**src/rtl/dbg_seq_pkg.sv**
```systemverilog
package dbg_seq_pkg;
  localparam logic [7:0] OP_RD_STAT = 8'hE4;
  localparam logic [7:0] OP_WR_CTRL = 8'hC4;
  localparam logic [7:0] OP_RD_BYTE = 8'hA8;
  localparam logic [7:0] OP_WR_BYTE = 8'h80;
  localparam logic [7:0] OP_RD_BKPT = 8'hE2;
  localparam logic [7:0] OP_WR_BKPT = 8'hC2;
  localparam int         BG_BIT     = 6;

  typedef enum logic [2:0] {S_CMD, S_ADDR, S_WDAT, S_WAIT, S_RDAT} seq_state_e;
endpackage

```
**src/rtl/dbg_rx_shift.sv**
```systemverilog
module dbg_rx_shift #(
  parameter int W = 16
) (
  input  logic         clk_i,
  input  logic         rst_ni,
  input  logic         en_i,
  input  logic         bit_i,
  output logic [W-1:0] data_o
);
  logic [W-2:0] q;

  // value including the bit arriving this cycle
  assign data_o = {q, bit_i};

  always_ff @(posedge clk_i or negedge rst_ni) begin
    if (!rst_ni)   q <= '0;
    else if (en_i) q <= data_o[W-2:0];
  end
endmodule

```
**src/rtl/dbg_tx_shift.sv**
```systemverilog
module dbg_tx_shift #(
  parameter int W = 16
) (
  input  logic         clk_i,
  input  logic         rst_ni,
  input  logic         load_i,
  input  logic [W-1:0] data_i,
  input  logic         shift_i,
  output logic         msb_o
);
  logic [W-1:0] q;

  assign msb_o = q[W-1];

  always_ff @(posedge clk_i or negedge rst_ni) begin
    if (!rst_ni)      q <= '0;
    else if (load_i)  q <= data_i;
    else if (shift_i) q <= {q[W-2:0], 1'b0};
  end
endmodule

```
**src/rtl/dbg_wait_ctr.sv**
```systemverilog
module dbg_wait_ctr #(
  parameter int N = 16
) (
  input  logic clk_i,
  input  logic rst_ni,
  input  logic run_i,
  output logic done_o
);
  localparam int CW = (N > 1) ? $clog2(N) : 1;

  logic [CW-1:0] cnt_q;

  assign done_o = (cnt_q == CW'(N - 1));

  always_ff @(posedge clk_i or negedge rst_ni) begin
    if (!rst_ni)                cnt_q <= '0;
    else if (!run_i || done_o)  cnt_q <= '0;
    else                        cnt_q <= cnt_q + 1'b1;
  end


  wait_done_run_chk: assert property (@(posedge clk_i) disable iff (!rst_ni)
    done_o |-> $past(run_i));
endmodule

```
**src/rtl/dbg_frame_seq.sv**
```systemverilog
module dbg_frame_seq
  import dbg_seq_pkg::*;
#(
  parameter int FIELD_W  = 16,
  parameter int DATA_W   = 8,
  parameter int CMD_W    = 8,
  parameter int WAIT_CYC = 16
) (
  input  logic               clk_i,
  input  logic               rst_ni,
  input  logic               halted_i,
  input  logic               bit_vld_i,
  input  logic               bit_i,
  output logic               bit_o,
  output logic               out_vld_o,
  output logic [FIELD_W-1:0] mem_addr_o,
  output logic [DATA_W-1:0]  mem_wdata_o,
  input  logic [DATA_W-1:0]  mem_rdata_i,
  output logic               mem_re_o,
  output logic               mem_we_o,
  output logic [FIELD_W-1:0] bkpt_o,
  output logic [DATA_W-3:0]  ctrl_o
);
  localparam int CNT_W = $clog2(FIELD_W + 1);
  localparam int PAD_W = FIELD_W - DATA_W;

  seq_state_e          state_q, state_d;
  logic [CMD_W-1:0]    op_q;
  logic [CNT_W-1:0]    cnt_q, len_q, len_d;
  logic [FIELD_W-1:0]  addr_q, bkpt_q, rx_val, tx_val;
  logic [DATA_W-1:0]   wbyte_q, status;
  logic [DATA_W-3:0]   ctrl_q;
  logic                err_q;
  logic                take, adv, fld_done, tx_load, tx_msb, wait_done;
  logic                err_set, err_clr, ctrl_we, bkpt_we, addr_we, wbyte_we, op_we;
  logic [CMD_W-1:0]    cmd;
  logic                known, cmd_ok;

  assign take     = bit_vld_i && (state_q inside {S_CMD, S_ADDR, S_WDAT});
  assign adv      = take || (state_q == S_RDAT);
  assign fld_done = adv && (cnt_q == len_q - 1'b1);
  assign status   = {err_q, halted_i, ctrl_q};
  assign cmd      = rx_val[CMD_W-1:0];
  assign known    = cmd inside {OP_RD_STAT, OP_WR_CTRL, OP_RD_BYTE,
                                OP_WR_BYTE, OP_RD_BKPT, OP_WR_BKPT};
  // background-only class needs a halted core
  assign cmd_ok   = known && (cmd[BG_BIT] || halted_i);

  dbg_rx_shift #(.W(FIELD_W)) u_rx (
    .clk_i, .rst_ni, .en_i(take), .bit_i, .data_o(rx_val)
  );

  dbg_tx_shift #(.W(FIELD_W)) u_tx (
    .clk_i, .rst_ni, .load_i(tx_load), .data_i(tx_val),
    .shift_i(state_q == S_RDAT), .msb_o(tx_msb)
  );

  dbg_wait_ctr #(.N(WAIT_CYC)) u_wait (
    .clk_i, .rst_ni, .run_i(state_q == S_WAIT), .done_o(wait_done)
  );

  always_comb begin
    state_d  = state_q;
    len_d    = len_q;
    tx_load  = 1'b0;
    tx_val   = '0;
    err_set  = 1'b0;
    err_clr  = 1'b0;
    ctrl_we  = 1'b0;
    bkpt_we  = 1'b0;
    addr_we  = 1'b0;
    wbyte_we = 1'b0;
    op_we    = 1'b0;
    unique case (state_q)
      S_CMD: if (fld_done) begin
        op_we = 1'b1;
        len_d = CNT_W'(CMD_W);
        if (!cmd_ok) err_set = 1'b1;
        else begin
          case (cmd)
            OP_RD_STAT: begin
              tx_load = 1'b1; tx_val = {status, {PAD_W{1'b0}}};
              state_d = S_RDAT; len_d = CNT_W'(DATA_W);
            end
            OP_WR_CTRL: begin state_d = S_WDAT; len_d = CNT_W'(DATA_W);  end
            OP_RD_BYTE,
            OP_WR_BYTE: begin state_d = S_ADDR; len_d = CNT_W'(FIELD_W); end
            OP_RD_BKPT: begin
              tx_load = 1'b1; tx_val = bkpt_q;
              state_d = S_RDAT; len_d = CNT_W'(FIELD_W);
            end
            OP_WR_BKPT: begin state_d = S_WDAT; len_d = CNT_W'(FIELD_W); end
            default: ;
          endcase
        end
      end
      S_ADDR: if (fld_done) begin
        addr_we = 1'b1;
        if (op_q == OP_RD_BYTE) state_d = S_WAIT;
        else begin state_d = S_WDAT; len_d = CNT_W'(DATA_W); end
      end
      S_WDAT: if (fld_done) begin
        state_d = S_CMD;
        len_d   = CNT_W'(CMD_W);
        case (op_q)
          OP_WR_CTRL: begin ctrl_we = 1'b1; err_clr = rx_val[DATA_W-1]; end
          OP_WR_BKPT: bkpt_we = 1'b1;
          OP_WR_BYTE: begin wbyte_we = 1'b1; state_d = S_WAIT; end
          default: ;
        endcase
      end
      S_WAIT: if (wait_done) begin
        if (op_q == OP_RD_BYTE) begin
          tx_load = 1'b1; tx_val = {mem_rdata_i, {PAD_W{1'b0}}};
          state_d = S_RDAT; len_d = CNT_W'(DATA_W);
        end else begin
          state_d = S_CMD; len_d = CNT_W'(CMD_W);
        end
      end
      S_RDAT: if (fld_done) begin state_d = S_CMD; len_d = CNT_W'(CMD_W); end
      default: begin state_d = S_CMD; len_d = CNT_W'(CMD_W); end
    endcase
  end

  always_ff @(posedge clk_i or negedge rst_ni) begin
    if (!rst_ni) begin
      state_q <= S_CMD;
      len_q   <= CNT_W'(CMD_W);
      cnt_q   <= '0;
      op_q    <= '0;
      addr_q  <= '0;
      wbyte_q <= '0;
      bkpt_q  <= '0;
      ctrl_q  <= '0;
      err_q   <= 1'b0;
    end else begin
      state_q <= state_d;
      len_q   <= len_d;
      if (adv)      cnt_q   <= fld_done ? '0 : cnt_q + 1'b1;
      if (op_we)    op_q    <= cmd;
      if (addr_we)  addr_q  <= rx_val;
      if (wbyte_we) wbyte_q <= rx_val[DATA_W-1:0];
      if (bkpt_we)  bkpt_q  <= rx_val;
      if (ctrl_we)  ctrl_q  <= rx_val[DATA_W-3:0];
      if (err_set)      err_q <= 1'b1;
      else if (err_clr) err_q <= 1'b0;
    end
  end

  assign out_vld_o   = (state_q == S_RDAT);
  assign bit_o       = out_vld_o & tx_msb;
  assign mem_re_o    = (state_q == S_WAIT) && wait_done && (op_q == OP_RD_BYTE);
  assign mem_we_o    = (state_q == S_WAIT) && wait_done && (op_q == OP_WR_BYTE);
  assign mem_addr_o  = addr_q;
  assign mem_wdata_o = wbyte_q;
  assign bkpt_o      = bkpt_q;
  assign ctrl_o      = ctrl_q;


  we_once_chk: assert property (@(posedge clk_i) disable iff (!rst_ni)
    mem_we_o |=> (!mem_we_o && state_q == S_CMD));

  re_then_out_chk: assert property (@(posedge clk_i) disable iff (!rst_ni)
    mem_re_o |=> out_vld_o);

  bg_gate_chk: assert property (@(posedge clk_i) disable iff (!rst_ni)
    (state_q == S_ADDR && $past(state_q) == S_CMD) |-> $past(halted_i));

  err_rise_chk: assert property (@(posedge clk_i) disable iff (!rst_ni)
    $rose(err_q) |-> $past(state_q) == S_CMD);
endmodule

```
**config.mk**
```make
export PLATFORM = sky130hd
export DESIGN_NAME = dbg_frame_seq
export DESIGN_NICKNAME = d
export VERILOG_FILES = /design/src/rtl/dbg_seq_pkg.sv /design/src/rtl/dbg_rx_shift.sv /design/src/rtl/dbg_tx_shift.sv /design/src/rtl/dbg_wait_ctr.sv /design/src/rtl/dbg_frame_seq.sv
export SDC_FILE = /design/constraint.sdc
export NUM_CORES = 1
export LEC_CHECK = 0
export BUFFER_PORTS_ARGS = -buffer_cell sky130_fd_sc_hd__buf_2
export CAP_MARGIN = 25
export CORE_MARGIN = 2
export CORE_UTILIZATION = 30
export CTS_CLUSTER_DIAMETER = 60
export CTS_CLUSTER_SIZE = 12
export DETAILED_ROUTE_END_ITERATION = 10
export PLACE_DENSITY_LB_ADDON = 0.2
export REMOVE_ABC_BUFFERS = 1
export SLEW_MARGIN = 20
export SYNTH_ARGS = -nofsm -noshare
export SYNTH_HDL_FRONTEND = slang
export SYNTH_SLANG_ARGS = --single-unit
```
**constraint.sdc**
```tcl
create_clock -name clk_i -period 3 [get_ports clk_i]
set_clock_uncertainty 0.1 [all_clocks]
set_input_delay 0.15 -clock clk_i [delete_from_list [all_inputs] [get_ports clk_i]]
set_output_delay 0.15 -clock clk_i [all_outputs]
set_load 0.01 [all_outputs]
```
==> results by stage <==
Setup path:
- The maximum net fanout on the critical path is 16.
- STA classifies the critical path endpoint as a register.
- Data on the critical path is required at its endpoint by between 3000 and 4000 ps.
- The worst path buffer plus inverter count is 1.
- The setup check on the worst reg-to-reg path leaves a slack of between 150 and 200 ps.
- Data on the critical path arrives at its endpoint at roughly 2900 ps.
- The type of origin of the critical path is a register.
- The start-to-end type of the worst setup path is register to register.
- Among all stages on the critical path, the largest delay is contributed by or3_1.
- The family with the most delay on the worst path is simple AND/OR/NAND/NOR gates.
- The beginning of the worst register-to-register path is state_q[1].
- For the worst flop-to-flop path, the logic depth is 6.
- The critical path's largest stage delay is 540 ps.
- The endpoint identified for the worst register-to-register timing path is mem_wdata_o[5].
- The critical path goes through or3b_1, clkinv_8, a21oi_2, or3_1, nor2_2, mux2_2.

Logic synthesis:
- The flip-flop cell with the highest count after synthesis is dfrtp_1.
- The count of yosys warnings during synthesis is 0.
- Of the total synthesized cell area, the portion taken by XOR and XNOR cells is 0.009594.
- Synthesis instantiated 52 different standard cells from the library.
- The largest family of logic cells by synthesized area is multiplexers.
- The count of state elements after synthesis is 100.
- Averaged over all synthesized cells, the footprint is 12.57 sq um.
- The sequential-to-total area share from yosys stat is 0.5485.
- dfrtp_1 takes more of the synthesized area than any other cell.
- After technology mapping, the gate count stands at 363.
- The share of synthesized area in the top cell type comes to 0.5428.
- After synthesis the cells add up to between 4000 and 5000 sq um.
- In the post-synthesis netlist, the biggest area contributors are dfrtp_1 54%, mux2_2 13%, mux2i_1 3.7%.
- Of the total synthesized cell area, the portion taken by AND, OR, NAND and NOR gates is 0.1146.
- The number of enable flip-flop cells after synthesis is 0.
- The fraction of the mapped netlist area in compound gates came to 0.08772.
- The multiplexer share of the synthesized area is 0.2034.
- The arithmetic-cell share of the synthesized area counting full adders, half adders and majority gates is 0.005482.
- In the synthesized netlist the async set-or-reset flop fraction comes to 1.000.

Placed design:
- At the placement stage, the worst setup path has a slack of about 200 ps.
- The number of instances in the placed design is 604.
- The routability congestion estimate is 0.7935.
- During placement, the flow inserted port buffers numbering slightly above 60.
- In this run the cell area measured after placement is just over 5000 sq um.
- The detailed placer's ending HPWL is ~8 mm.

Drt:
- The count of nets left with antenna violations once routing finished came out at 0.
- After detailed routing, the average wire length per cell comes to between 15 and 20 um.
- The via count is roughly 3,000.
- The pre-antenna-repair detailed-routing pass consisted of 4 iterations.
- The final wirelength is roughly 11 mm.
- The mean number of vias per cell is 4.886.
- The number of remaining DRC errors is 0.
- The detailed router's first-iteration violation count is roughly 140.

Timing:
- The setup-violating endpoint count in the final report is 0.
- The final hold violation count is 0.
- For this run, the top clock speed supported by timing is 0.3560 GHz.
- Once routing completed, OpenROAD measured the worst setup slack at 190.8 ps.
- The measured slew at the worst slew-check pin is 772.6 ps.
- After layout, the minimum clock period comes to between 2000 and 3000 ps.
- Setup repair after global routing left no endpoint under its margin.
- Summed over all failing endpoints, the final setup total negative slack is 0 ps.
- In the finished design, the share of the clock period the worst path needs comes to 0.9364.
- The number of slew-limit violations in the final report came to 0.
- The relative max-transition margin is 0.4837.

Global route:
- The largest net degree at the start of global routing is 60.
- The number of antenna violations at the first check in global routing is 0.
- The overflow left after global routing is 0.
- Across every metal layer, demand over resource in global routing totals 0.1445.
- The first-pass GRT wire length is approximately 18 mm.
- The via count of the first global-routing pass came to between 3,000 and 4,000.

Die:
- The number of cell rows is 45.
- The number of primary I/O pins is between 60 and 70.
- The initial core utilization is 0.3036.
- The core region is between 15,000 and 20,000 sq um.
- The area of the die is between 15,000 and 20,000 sq um.
- The die outline width is ~130 um.
- From bottom edge to top edge, the die measures 127.3 um.

Final layout:
- The final cell count without fillers is approximately 630.
- After filler insertion, the fill cell instance count of the layout stands at 1,484.
- The area occupied by multi-input gates is about 1900 sq um.
- The post-route cell area is roughly 5500 sq um.
- The library cells used most frequently in the layout, excluding fill and tap cells, are 99 x dfrtp_1, 61 x buf_2, 54 x mux2_2.
- The repair_antennas step left the layout with diodes totalling 0.
- The sequential standard cell area is between 2000 and 3000 sq um.
- The area growth from synthesis to final layout is 20.12%.
- Of the cells placed in the final design, the portion with a size suffix greater than 1 is 0.3673.
- The library cell used most frequently in the layout, excluding fill and tap cells, is dfrtp_1.
- The final layout contains 451 nets.

Clock tree:
- The number of sinks driven by the clock tree is 100.
- The TritonCTS buffer count is 9.
- The total number of H-tree levels is 3.
- The source-to-sink clock delay at the later pin of the worst-skew pair is ~340 ps.
- The clock tree from TritonCTS is done.
- After clock tree synthesis, the clock-pin slew on the worst setup and hold paths is around 70 ps.
- The longest clock path from root to sink contains 2 buffers.
- The master cell of the clock root buffer is clkbuf_16.

Power and ir drop:
- The leakage power total is between 0.002 and 0.003 uW.
- The worst IR drop on VDD is between 0.2 and 0.25 mV.
- After layout, the design draws a total of approximately 3100 uW.
- Dividing total power by cell area gives a power density of around 570 nW/um^2.

Flow run:
- Across the run, the number of max-cap violations was 0.

Min path:
- The path class of the tightest hold or removal check is primary input to register.
- The end point of the worst hold path is op_q[0].
- Along the worst hold path, the cell count comes to 3.
- The startpoint identified for the worst hold timing path is bit_i.

Outcome:
- The run finished with clean final reports.
## routing by layer
metal	vias up	share of wire	track usage
met3	10	0.035	0.02303
met4	0	0.012	0.05753
met2	60	0.46	0.2193
met5	-	0	0
met1	1541	0.49	0.2075
li1	1462	-	-
## cells in the mapped netlist, drive strengths merged (2+ instances only)
cell type,number
mux2i,17
mux2,64
inv,3
nor3b,3
buf,9
nand2b,5
dfrtp,99
o21ai,15
and2,4
nor2,9
nand3,8
nor3,6
nand4,3
nand2,36
ha,2
a22o,9
o2bb2ai,8
or3,2
xor2,2
a21oi,7
a22oi,8
o211ai,2
or2,2
and3,2
nand3b,4
o32ai,2
xnor2,3
clkbuf,12
nor2b,5
and4,2
## state kept, by name, indices dropped and copies added, names as in the netlist
name and cells:
u_wait.cnt_q 4, mem_wdata_o 8, op_q 8, cnt_q 5
len_q 2, u_tx.q 16, u_rx.q 15, ctrl_o 6
err_q 1, bkpt_o 16, state_q 3, mem_addr_o 16
## tightest hold or removal path, delay by kind of cell
family                 cells  cell delay (ps)
and+or+nand+nor            2              110
buffers and inverters      1              170
## repair_timing
item,4_1_cts,5_1_grt
hold buffers,9,0
buffers inserted,0,0
gates resized for setup,0,0
endpoints found under the hold margin,65,0
## worst max path at each step
| stage | from | end | slack, ps | cells after the start |
|---|---|---|---|---|
| global route | state_q[1] | bkpt_o[6] | 30 | 6 |
| CTS | state_q[1] | bkpt_o[6] | 180 | 6 |
| global placement | state_q[1] | bkpt_o[4] | 230 | 6 |
| detailed placement | state_q[1] | bkpt_o[6] | 200 | 6 |
| finish | state_q[1] | mem_wdata_o[5] | 190 | 6 |
| floorplan | state_q[0] | mem_addr_o[0] | 2 | 6 |
## metrics by stage
step                hold slack, ps    util
finish                       30.16  0.3647
global route                 62.62  0.3647
CTS                          22.31  0.3647
detailed placement           189.6  0.3402
global placement             172.0  0.3402
floorplan                   -245.6       -
## logic make-up (layout without fill, tap and decap cells)
| logic type | count (synthesis) | after routing |
|---|---|---|
| multiplexers | 81 | 81 |
| adder cells (fa/ha/maj) | 2 | 2 |
| XOR/XNOR | 5 | 5 |
| AND/OR/NAND/NOR | 95 | 95 |
| buffers and inverters | 25 | 103 |
| flip-flops | 100 | 100 |
| AO/OA/AOI/OAI | 55 | 55 |
## layout make-up
type	count	area share
multi-input cells	238	0.3503
clock inverters	4	0.005705
inverters	4	0.005021
flip-flops and latches	100	0.4566
repair buffers	83	0.09448
well taps	188	0.04290
clock buffers	12	0.04496
## report_power, final
part | leakage (uW) | switching [uW] | internal [uW]
clock | 0.000138 | 510 | 592
sequential | 0.00127 | 147 | 1470
combinational | 0.00121 | 233 | 184
total | 0.00261 | 889 | 2250
No activity file was read; power rests on OpenSTA's default activity.
